### src/rtl/pdm_cap_pkg.sv
package pdm_cap_pkg;
  localparam int NUM_LINES      = 2;
  localparam int NUM_SLOTS      = 2 * NUM_LINES;
  localparam int EDGE_SEL_BASE  = 0;
  localparam int LINE_SEL_BASE  = 16;
  localparam int SEL_STRIDE     = 2;

  typedef enum logic {
    EDGE_RISE = 1'b0,
    EDGE_FALL = 1'b1
  } edge_sel_e;

  // slot index = line * 2 + edge
  function automatic logic [1:0] slot_index(input logic line_sel, input edge_sel_e edge_sel);
    return {line_sel, logic'(edge_sel)};
  endfunction
endpackage

### src/rtl/pdm_clkgen.sv
module pdm_clkgen #(
  parameter int HALF_PERIOD = 4
) (
  input  logic clk,
  input  logic rst_n,
  input  logic run,
  output logic pdm_clk,
  output logic rise_evt,
  output logic fall_evt
);
  localparam int CW = (HALF_PERIOD > 1) ? $clog2(HALF_PERIOD) : 1;
  localparam logic [CW-1:0] LAST = CW'(HALF_PERIOD - 1);

  logic [CW-1:0] cnt;
  logic          wrap;

  assign wrap     = run && (cnt == LAST);
  assign rise_evt = wrap && !pdm_clk;
  assign fall_evt = wrap &&  pdm_clk;

  always_ff @(posedge clk or negedge rst_n) begin
    if (!rst_n) begin
      cnt     <= '0;
      pdm_clk <= 1'b0;
    end else if (!run) begin
      cnt     <= '0;
      pdm_clk <= 1'b0;
    end else if (wrap) begin
      cnt     <= '0;
      pdm_clk <= ~pdm_clk;
    end else begin
      cnt     <= cnt + 1'b1;
    end
  end

  AST_CLK_IDLE_LOW: assert property (@(posedge clk) disable iff (!rst_n)
    !run |=> !pdm_clk);

  AST_RISE_ON_WRAP: assert property (@(posedge clk) disable iff (!rst_n)
    (pdm_clk && !$past(pdm_clk)) |-> ($past(cnt) == LAST && $past(run)));
endmodule

### src/rtl/pdm_line_capture.sv
module pdm_line_capture
  import pdm_cap_pkg::*;
(
  input  logic                 clk,
  input  logic                 rst_n,
  input  logic [NUM_LINES-1:0] data_i,
  input  logic                 fall_evt,
  output logic [NUM_LINES-1:0] rise_bits,
  output logic [NUM_LINES-1:0] fall_bits
);
  logic [NUM_LINES-1:0] sync_a;
  logic [NUM_LINES-1:0] sync_b;

  for (genvar g = 0; g < NUM_LINES; g++) begin : g_line
    always_ff @(posedge clk or negedge rst_n) begin
      if (!rst_n) begin
        sync_a[g]    <= 1'b0;
        sync_b[g]    <= 1'b0;
        fall_bits[g] <= 1'b0;
      end else begin
        sync_a[g] <= data_i[g];
        sync_b[g] <= sync_a[g];
        if (fall_evt) fall_bits[g] <= sync_b[g];
      end
    end
  end

  // rise slot is taken straight from the synchronizer on the rise event
  assign rise_bits = sync_b;

  AST_FALL_HOLD: assert property (@(posedge clk) disable iff (!rst_n)
    !fall_evt |=> $stable(fall_bits));
endmodule

### src/rtl/pdm_chan_select.sv
module pdm_chan_select
  import pdm_cap_pkg::*;
#(
  parameter int NCH = 4
) (
  input  logic [NUM_SLOTS-1:0] slots,
  input  logic [31:0]          cfg,
  input  logic [NCH-1:0]       en,
  output logic [NCH-1:0]       bits
);
  for (genvar n = 0; n < NCH; n++) begin : g_ch
    logic      line_sel;
    edge_sel_e edge_sel;
    logic [1:0] idx;
    assign line_sel = cfg[LINE_SEL_BASE + SEL_STRIDE*n];
    assign edge_sel = edge_sel_e'(cfg[EDGE_SEL_BASE + SEL_STRIDE*n]);
    assign idx      = slot_index(line_sel, edge_sel);
    assign bits[n]  = en[n] & slots[idx];
  end
endmodule

### src/rtl/pdm_slot_capture.sv
module pdm_slot_capture
  import pdm_cap_pkg::*;
#(
  parameter int NCH         = 4,
  parameter int HALF_PERIOD = 4
) (
  input  logic                 clk,
  input  logic                 rst_n,
  input  logic [NCH-1:0]       chan_en,
  input  logic [31:0]          slot_cfg,
  input  logic [NUM_LINES-1:0] pdm_data_i,
  output logic                 pdm_clk_o,
  output logic [NCH-1:0]       out_data,
  output logic                 out_valid,
  input  logic                 out_ready
);
  logic                 run;
  logic                 rise_evt;
  logic                 fall_evt;
  logic                 fall_seen;
  logic [NUM_LINES-1:0] rise_bits;
  logic [NUM_LINES-1:0] fall_bits;
  logic [NUM_SLOTS-1:0] slots;
  logic [NCH-1:0]       frame_bits;
  logic                 issue;

  assign run = |chan_en;

  pdm_clkgen #(.HALF_PERIOD(HALF_PERIOD)) u_clkgen (
    .clk      (clk),
    .rst_n    (rst_n),
    .run      (run),
    .pdm_clk  (pdm_clk_o),
    .rise_evt (rise_evt),
    .fall_evt (fall_evt)
  );

  pdm_line_capture u_capture (
    .clk       (clk),
    .rst_n     (rst_n),
    .data_i    (pdm_data_i),
    .fall_evt  (fall_evt),
    .rise_bits (rise_bits),
    .fall_bits (fall_bits)
  );

  for (genvar l = 0; l < NUM_LINES; l++) begin : g_slots
    assign slots[2*l + 0] = rise_bits[l];
    assign slots[2*l + 1] = fall_bits[l];
  end

  pdm_chan_select #(.NCH(NCH)) u_select (
    .slots (slots),
    .cfg   (slot_cfg),
    .en    (chan_en),
    .bits  (frame_bits)
  );

  assign issue = rise_evt && fall_seen;

  always_ff @(posedge clk or negedge rst_n) begin
    if (!rst_n) begin
      fall_seen <= 1'b0;
    end else if (!run) begin
      fall_seen <= 1'b0;
    end else if (fall_evt) begin
      fall_seen <= 1'b1;
    end
  end

  always_ff @(posedge clk or negedge rst_n) begin
    if (!rst_n) begin
      out_valid <= 1'b0;
      out_data  <= '0;
    end else if (issue) begin
      out_valid <= 1'b1;
      out_data  <= frame_bits;
    end else if (out_ready) begin
      out_valid <= 1'b0;
    end
  end

  AST_VALID_HOLD: assert property (@(posedge clk) disable iff (!rst_n)
    (out_valid && !out_ready) |=> out_valid);

  AST_DATA_STABLE: assert property (@(posedge clk) disable iff (!rst_n)
    (out_valid && !out_ready && !issue) |=> $stable(out_data));

  AST_FRAME_AT_RISE: assert property (@(posedge clk) disable iff (!rst_n)
    $rose(out_valid) |-> (pdm_clk_o && !$past(pdm_clk_o)));
endmodule

### config.mk
export PLATFORM = sky130hd
export DESIGN_NAME = pdm_slot_capture
export DESIGN_NICKNAME = d
export VERILOG_FILES = /design/src/rtl/pdm_cap_pkg.sv /design/src/rtl/pdm_clkgen.sv /design/src/rtl/pdm_line_capture.sv /design/src/rtl/pdm_chan_select.sv /design/src/rtl/pdm_slot_capture.sv
export SDC_FILE = /design/constraint.sdc
export NUM_CORES = 1
export LEC_CHECK = 0
export ABC_CLOCK_PERIOD_IN_PS = 2800
export BUFFER_PORTS_ARGS = -buffer_cell sky130_fd_sc_hd__buf_2
export CORE_MARGIN = 2
export CORE_UTILIZATION = 41
export DETAILED_ROUTE_END_ITERATION = 8
export HOLD_SLACK_MARGIN = 0.1
export PLACE_DENSITY = 0.81
export SLEW_MARGIN = 20
export SYNTH_ARGS = -nofsm -noshare
export SYNTH_HDL_FRONTEND = slang
export SYNTH_HIERARCHICAL = 1
export SYNTH_SLANG_ARGS = --single-unit
### constraint.sdc
create_clock -name clk -period 2.8 [get_ports clk]
set_clock_uncertainty 0.1 [all_clocks]
set_input_delay 0.28 -clock clk [delete_from_list [all_inputs] [get_ports clk]]
set_output_delay 0.28 -clock clk [all_outputs]
set_load 0.1 [all_outputs]
### Yosys cells after proc, flatten, opt, wreduce, memory -nomap -nowiden

Cells that the tools add are included.

| cells by class | value |
|---|---|
| add/sub/neg operators | 1 |
| $mul | 0 |
| divide/modulo/power cells | 0 |
| magnitude comparators | 4 |
| equality and inequality tests | 3 |
| shifts and indexed selects | 0 |
| mux-type cells | 16 |
| bitwise gates (word level) | 5 |
| reduce and logical (&&, ||, !) cells | 7 |

Operators by type and width:

| kind | number |
|---|---|
| < comparator 2 x 3 -> 1 bit, second input constant | 4 |
| two-way mux 1 bit | 10 |
| binary-select mux 1 bit (select 2 bit) | 4 |
| AND 1 bit | 4 |
| logical AND 1 bit | 4 |
| two-way mux 2 bit | 2 |
| != test 2 bit, second input constant | 2 |
| OR reduction 4 bit | 1 |
| adder 2 x 1 -> 2 bit, second input constant | 1 |
| == test 2 bit, second input constant | 1 |
| nonzero test 2 bit | 1 |
| logical NOT 1 bit | 1 |
| NOT 1 bit | 1 |

| word-level totals | value |
|---|---|
| register bits | 15 |
| latch bits | 0 |
| memory bits (writable) | 0 |
| bits in read-only memories | 0 |
| logic and storage cells | 47 |
| memories kept | 0 |

### Logic depth before layout (Yosys ltp)

Gate-level depths: netlist of run 1.

| logic depth | value |
|---|---|
| word-level depth | 5 |
| gate-level depth with buffers | 5 |
| gate-level depth less buffers | 5 |

### By module

The synthesis of run 1 kept the hierarchy.

By module, submodules not included:

| module | times used | cells each | area an instance (um^2) |
|---|---|---|---|
| pdm_slot_capture | 1 | 15 | 226.5 |
| pdm_line_capture | 1 | 8 | 172.7 |
| pdm_clkgen | 1 | 11 | 135.1 |
| pdm_chan_select | 1 | 8 | 115.1 |

### Least setup slack after synthesis of run 1

Ideal clock, no wire load.

| timing | value |
|---|---|
| path kind | register to register |
| from | register u_clkgen.pdm_clk |
| to | register u_capture.fall_bits[0] |
| data arrival time | 1589 ps |
| required time | 2575 ps |
| path slack | 986 ps |
| stages on the path, launching flop included | 3 |
| buffers on the path | 0 |
| period minus slack after synthesis | 1814 ps |
| cells stage by stage | dfrtp_1 -> and3_2 -> mux2_2 |

| between the ends | value |
|---|---|
| cells in the longest elaborated chain, start to end | 1 |

Ends and longest elaborated chain:

| item | line | RTL |
|---|---|---|
| start, declared | pdm_clkgen.sv:7 | `output logic pdm_clk,` |
| start signal, assigned | pdm_clkgen.sv:30 | `pdm_clk <= ~pdm_clk;` |
| logical AND 1 bit | pdm_clkgen.sv:19 | `assign fall_evt = wrap && pdm_clk;` |
| named net fall_evt | pdm_slot_capture.sv:19 | `logic fall_evt;` |
| end signal, assigned by index | pdm_line_capture.sv:23 | `if (fall_evt) fall_bits[g] <= sync_b[g];` |
| end, declared | pdm_line_capture.sv:9 | `output logic [NUM_LINES-1:0] fall_bits` |

The timed path passes the listed nets, and every way through them passes these cells.
A chain may end at the register's enable or synchronous reset.

### Worst setup path in the final report of run 1

| timing | value |
|---|---|
| from | input chan_en[1] |
| to | register out_data[3] |

| between the ends | value |
|---|---|
| cells in the longest elaborated chain, start to end | 4 |

Ends and longest elaborated chain:

| item | line | RTL |
|---|---|---|
| start, declared | pdm_slot_capture.sv:9 | `input logic [NCH-1:0] chan_en,` |
| OR reduction 4 bit | pdm_slot_capture.sv:27 | `assign run = \|chan_en;` |
| named net run | pdm_slot_capture.sv:17 | `logic run;` |
| logical AND 1 bit | pdm_clkgen.sv:17 | `assign wrap = run && (cnt == LAST);` |
| logical AND 1 bit | pdm_clkgen.sv:18 | `assign rise_evt = wrap && !pdm_clk;` |
| named net rise_evt | pdm_slot_capture.sv:18 | `logic rise_evt;` |
| logical AND 1 bit | pdm_slot_capture.sv:59 | `assign issue = rise_evt && fall_seen;` |
| end signal, assigned | pdm_slot_capture.sv:77 | `out_data <= frame_bits;` |
| end, declared | pdm_slot_capture.sv:13 | `output logic [NCH-1:0] out_data,` |

The timed path passes the listed nets, and every way through them passes these cells.

==> results of run 1 <==
==> cells in the mapped netlist, drive strengths merged <==
| cell type | number | share of area (%) |
|---|---|---|
| and2 | 5 | 4.8 |
| and3 | 1 | 1.2 |
| and3b | 1 | 1.5 |
| dfrtp | 15 | 58 |
| ha | 1 | 1.9 |
| inv | 1 | 0.58 |
| mux2 | 6 | 10 |
| mux4 | 4 | 14 |
| nand2 | 2 | 1.2 |
| nor2 | 1 | 0.58 |
| nor3b | 1 | 1.2 |
| o21a | 1 | 1.2 |
| o21ai | 1 | 0.77 |
| or4 | 1 | 1.7 |
| xor2 | 1 | 1.3 |
==> cell usage in the layout (no fill, tap or decap) <==
cell and n:
xor2_1 1, and2_1 5, nor3b_1 1, dlygate4sd3_1 4
o21ai_0 1, inv_1 1, or4_4 1, dfrtp_1 15
buf_2 22, clkbuf_4 3, clkbuf_1 1, mux4_2 4
nand2_1 2, nor2_1 1, and3b_2 1, and3_2 1
mux2_2 6, o21a_1 1, ha_1 1
==> routing by layer <==
metal  part of all wire (%)  wire length, um  GRT usage, %
met5                      0                0             0
met4                      0                0         5.455
met3                    7.1               74         4.167
met2                     49              502         21.47
met1                     44              458         16.30
==> worst min-delay path by stage <==
| stage | end | slack, ps | from |
|---|---|---|---|
| 2_1_floorplan | fall_seen$_DFFE_PN0P_ | -120 | rst_n |
| 3_3_place_gp | u_capture/sync_a[0]$_DFF_PN0_ | 100 | rst_n |
| 3_5_place_dp | u_capture/sync_a[0]$_DFF_PN0_ | 100 | rst_n |
| 4_1_cts | out_data[1]$_DFFE_PN0P_ | 250 | chan_en[1] |
| 5_1_grt | u_clkgen/pdm_clk$_DFFE_PN0P_ | 270 | chan_en[3] |
| 6_report | u_capture/rise_bits[1]$_DFF_PN0_ | 260 | u_capture/sync_a[1]$_DFF_PN0_ |
==> state kept, by name, indices dropped and copies added, names as in the netlist <==
name and cells:
out_data 4, u_capture/sync_a 2, u_capture/fall_bits 2, fall_seen 1, out_valid 1, u_clkgen/pdm_clk 1
u_clkgen/cnt 2, u_capture/rise_bits 2
==> kinds of logic after synthesis <==
| family | count (synthesis) | share of synthesized area (%) |
|---|---|---|
| buf+inv | 1 | 0.5775 |
| fa+ha+maj | 1 | 1.926 |
| flops | 15 | 57.80 |
| mux | 10 | 24.28 |
| xor+xnor | 1 | 1.349 |
| simple gates | 12 | 12.14 |
| compound gates | 2 | 1.926 |
==> where the power goes <==
part           internal [W]  switching (W)  total [W]  leakage, nW
Combinational      0.000133       0.000324   0.000457        0.216
Clock             0.0000552      0.0000624   0.000118       0.0150
Sequential         0.000291      0.0000454   0.000336        0.186
Total              0.000479       0.000432   0.000911        0.417
==> stage by stage <==
step	cells	hold slack [ps]	total power (W)	area (um2)	setup slack [ps]
after floorplan	42	-115.6	0.0007171	649.4	986.5
after global placement	80	96.07	0.0007876	779.5	984.1
after detailed placement	80	99.79	0.0007994	779.5	962.6
after CTS	88	252.4	0.0009261	845.8	1252
after global routing	88	268.3	0.0009695	845.8	1207
final	88	258.0	0.0009107	845.8	1270
==> worst max-delay path: cells and delay by family <==
| kind | cells | cell delay (ps) |
|---|---|---|
| buffers and inverters | 1 | 100 |
| AND/OR/NAND/NOR | 4 | 860 |
| multiplexers | 1 | 360 |
==> cell type report <==
class	count	area (um2)
Clock buffer	4	26.28
Fill cell	123	643.1
Inverter	1	3.754
Multi-Input combinational cell	26	270.3
Sequential cell	15	375.4
Tap cell	16	20.02
Timing Repair Buffer	26	150.1
==> timing repair <==
action,in CTS,in global routing
setup endpoints to repair,0,0
hold buffers,4,0
hold endpoints to repair,18,0
==> flow_metrics.env, run 1 <==
export IMPL_result_of_the_run="finished, final reports clean"
export IMPL_postRouteWirelength_mm=1.035
export IMPL_hold_depth=0
export IMPL_design_final_nets=115
export IMPL_global_route_wire_length_before_repair_mm=1.821
export IMPL_cap_violations=0
export IMPL_dpl_hpwl_um=832.4
export IMPL_clk_root_buffer_cell="clkbuf_4"
export IMPL_hold_path_class="register to register"
export IMPL_worstMarginPinSlew_ps=485.2
export IMPL_cp_common_cell="nand2_1"
export IMPL_cts_sinks=15
export IMPL_area_of_the_die_um2=1918
export IMPL_port_buffers=22
export IMPL_clk_insertion_delay_late_ps=270
export IMPL_first_global_vias=448
export IMPL_setup_worst_path_end_class="register"
export IMPL_timing_final_crit_share_pct=54.63
export IMPL_cts_buffers_inserted=3
export IMPL_tritoncts_clock_tree="done"
export IMPL_die_y_um=43.80
export IMPL_initial_antenna_violation_count=0
export IMPL_share_of_layout_cells_above_drive_strength_1_pct=52.78
export IMPL_mappedNetlistNets=84
export IMPL_grt_setup_unrepaired="false"
export IMPL_drtIter0Drc=0
export IMPL_antenna_violating_nets_post_route=0
export IMPL_syn2layout_area_growth_pct=30.25
export IMPL_grt_use_total_pct=13.24
export IMPL_ir_worst_vdd_uv=575.0
export IMPL_ff2ff_path_depth=3
export IMPL_seq_area_frac_synth_pct=57.80
export IMPL_clock_path_buffers=2
export IMPL_timing_hold_violations_final=0
export IMPL_power_density_nw_per_um2=1077
export IMPL_startpoint_of_the_worst_register_to_register_path="u_capture/fall_bits[1]$_DFFE_PN0P_"
export IMPL_crit_path_start_kind="input port"
export IMPL_regToRegSetupSlack_ps=1290
export IMPL_critical_path_endpoint="out_data[3]$_DFFE_PN0P_"
export IMPL_design_core_area_um2=1489
export IMPL_number_of_iterations_in_the_first_detailed_routing_pass=1
export IMPL_route_detailed_vias_per_inst=4.989
export IMPL_max_slew_margin_rel_pct=67.88
export IMPL_worstReg2RegEnd="out_data[3]$_DFFE_PN0P_"
export IMPL_drt_wl_cell_um=11.76
export IMPL_synthCells=42
export IMPL_max_transition_viols_final=0
export IMPL_netlist_cell_type_count=15
export IMPL_total_leakage_power_nw=0.4167
export IMPL_initial_core_utilization_pct=43.61
export IMPL_final_period_minus_worst_setup_slack_ps=1530
export IMPL_clk_slew_on_worst_s_h_paths_ps=80
export IMPL_netlist_area_um2=649.4
export IMPL_place_congestion=0.6893
export IMPL_worstSetupStartpoint="chan_en[1]"
export IMPL_worst_setup_path_type="input port to register"
export IMPL_slowest_stage="or4_4"
export IMPL_final_core_utilization_pct=56.81
export IMPL_num_vias=439
export IMPL_post_cts_setup_buffer_count=0
export IMPL_totalNegativeSetupSlack_ps=0
export IMPL_antenna_diode_count=0
export IMPL_number_of_standard_cell_rows_in_the_floorplan=14
export IMPL_yosys_register_bits=15
export IMPL_drc=0
export IMPL_worst_path_max_fanout=6
export IMPL_post_cts_resized=0
export IMPL_ctsHtreeMaxLevel=1
export IMPL_critical_path_max_stage_delay_ps=560
export IMPL_fmax_mhz=653.7
export IMPL_ys_warn_count=6
export IMPL_gr_total_overflow=0
export IMPL_synth_area_per_cell_um2=15.46
export IMPL_setup_violations_final=0
export IMPL_grt_max_degree=16
export IMPL_crit_arrival_ps=1590
export IMPL_worstPathCellList="buf_2, or4_4, nand2_1, nor2_1, nand2_1, mux2_2"
export IMPL_die_width_um=43.80
export IMPL_worst_endpoint_required_ps=2860
export IMPL_pin_count=47
Note: power is estimated with default switching activity, not from simulation.
==> inputs of run 2 (changes only) <==
- ABC_CLOCK_PERIOD_IN_PS: 2800 -> 1500
- CORE_UTILIZATION: 41 -> 38
- PLACE_DENSITY: 0.81 -> 0.76
- clock period: 2.8 -> 1.5 ns (I/O delays scaled with it)
==> flow_metrics.env, run 2 (synthesis results as in run 1) <==
export IMPL_place_congestion=0.7283
export IMPL_gr_total_overflow=0
export IMPL_final_period_minus_worst_setup_slack_ps=1498
export IMPL_number_of_iterations_in_the_first_detailed_routing_pass=4
export IMPL_grt_setup_unrepaired="true"
export IMPL_post_cts_setup_buffer_count=0
export IMPL_initial_core_utilization_pct=41.65
export IMPL_most_common_layout_cells="22 x buf_2, 14 x dfrtp_1, 5 x mux2_2"
export IMPL_num_vias=462
export IMPL_route_detailed_vias_per_inst=5.133
export IMPL_startpoint_of_the_worst_register_to_register_path="u_capture/fall_bits[1]$_DFFE_PN0P_"
export IMPL_final_design_instance_area_without_fill_um2=873.3
export IMPL_area_of_the_die_um2=2056
export IMPL_worstSetupStartpoint="u_capture/fall_bits[1]$_DFFE_PN0P_"
export IMPL_largest_register_ff_count=4
export IMPL_setup_violations_final=0
export IMPL_cts_sinks=15
export IMPL_max_transition_viols_final=0
export IMPL_worstReg2RegEnd="out_data[1]$_DFFE_PN0P_"
export IMPL_detailed_place_area_um2=798.3
export IMPL_pin_count=47
export IMPL_max_slew_margin_rel_pct=67.64
export IMPL_finalHoldWorstSlack_ps=115.2
export IMPL_worst_path_max_fanout=5
export IMPL_antenna_violating_nets_post_route=0
export IMPL_ctsHtreeMaxLevel=1
export IMPL_postRouteWirelength_mm=1.189
export IMPL_crit_path_start_kind="register"
export IMPL_ir_worst_vdd_uv=808.6
export IMPL_slowest_stage="mux4_2"
export IMPL_port_buffers=22
export IMPL_clk_slew_on_worst_s_h_paths_ps=80
export IMPL_cap_violations=0
export IMPL_worstPathCellList="mux4_2, and2_4, mux2_2"
export IMPL_clock_path_buffers=2
export IMPL_power_density_nw_per_um2=2005
export IMPL_grt_max_degree=16
export IMPL_timing_final_crit_share_pct=99.85
export IMPL_clk_insertion_delay_late_ps=280
export IMPL_min_delay_start="chan_en[2]"
export IMPL_ff2ff_path_depth=3
export IMPL_grt_use_total_pct=14.17
export IMPL_regToRegSetupSlack_ps=2
export IMPL_worst_setup_path_type="register to register"
export IMPL_hold_path_class="input port to register"
export IMPL_hold_path_end="fall_seen$_DFFE_PN0P_"
export IMPL_share_of_layout_cells_above_drive_strength_1_pct=58.11
export IMPL_worstMarginPinSlew_ps=488.8
export IMPL_critical_path_max_stage_delay_ps=490
export IMPL_mostFrequentLayoutCell="buf_2"
export IMPL_design_final_nets=117
export IMPL_result_of_the_run="finished, final reports clean"
export IMPL_total_leakage_power_nw=0.4331
export IMPL_regMostFlops="out_data"
export IMPL_hold_depth=3
export IMPL_crit_arrival_ps=1570
export IMPL_timing_hold_violations_final=0
export IMPL_first_global_vias=469
export IMPL_initial_antenna_violation_count=0
export IMPL_cts_buffers_inserted=3
export IMPL_design_core_area_um2=1559
export IMPL_antenna_diode_count=0
export IMPL_drt_wl_cell_um=13.21
export IMPL_clk_root_buffer_cell="clkbuf_4"
export IMPL_drc=0
export IMPL_number_of_standard_cell_rows_in_the_floorplan=14
export IMPL_die_y_um=45.34
export IMPL_setup_worst_path_end_class="register"
export IMPL_worst_endpoint_required_ps=1570
export IMPL_syn2layout_area_growth_pct=34.49
export IMPL_tritoncts_clock_tree="done"
export IMPL_global_route_wire_length_before_repair_mm=2.007
export IMPL_drtIter0Drc=3
export IMPL_fmax_mhz=667.7
export IMPL_die_width_um=45.34
run 2: changes by cell type in the layout (fill, tap and decap cells not counted), sizes merged:
cell and change:
buf +2
run 2: cell type report:
cell class,count,area (um2)
sequential,15,379.1
tap,16,20.02
multi-input combinational,26,279.0
inverter,1,3.754
clock buffer,4,26.28
fill,137,685.7
timing repair buffer,28,165.2
run 2: repair_timing:
action / CTS / global route
endpoints found under the setup margin: 4 / 4
endpoints found under the hold margin: 18 / 0
hold buffers: 4 / 0
resized for setup: 1 / 2
pin swaps: 4 / 0
run 2: routing by layer:
layer / up-vias / global-route usage [%] / routed length (um)
li1: 218 / - / -
met1: 223 / 15.22 / 511
met2: 21 / 24.86 / 578
met3: 0 / 8.000 / 100
met4: 0 / 1.765 / 0
met5: - / 0 / 0
run 2: worst max path at each step:
stage                                    to  slack [ps]  cells after the start
floorplan           out_data[0]$_DFFE_PN0P_          -6                      5
global placement    out_data[0]$_DFFE_PN0P_        -130                      6
detailed placement  out_data[2]$_DFFE_PN0P_        -160                      6
CTS                 out_data[1]$_DFFE_PN0P_          -7                      3
global route        out_data[1]$_DFFE_PN0P_         -80                      3
finish              out_data[1]$_DFFE_PN0P_           2                      3
run 2: power by group:
part	switching, W	internal, W
registers	0.0000902	0.000552
logic	0.000615	0.000272
clock network	0.000118	0.000103
total	0.000824	0.000927
run 2: worst max-delay path: cells and delay by family, from the launching register on:
kind	cells	cell delay, ps
muxes	2	740
DFF	1	420
and+or+nand+nor	1	150
run 2: metrics by stage:
| step | total power (W) | util (%) | worst slack (ps) | cells | TNS [ps] |
|---|---|---|---|---|---|
| floorplan | 0.001349 | - | -5.832 | 42 | -23.33 |
| global placement | 0.001501 | 51.20 | -134.9 | 82 | -588.3 |
| detailed placement | 0.001524 | 51.20 | -162.3 | 82 | -703.1 |
| CTS | 0.001765 | 55.70 | -6.982 | 90 | -14.95 |
| global route | 0.001864 | 56.02 | -76.29 | 90 | -256.1 |
| finish | 0.001751 | 56.02 | 2.256 | 90 | 0 |
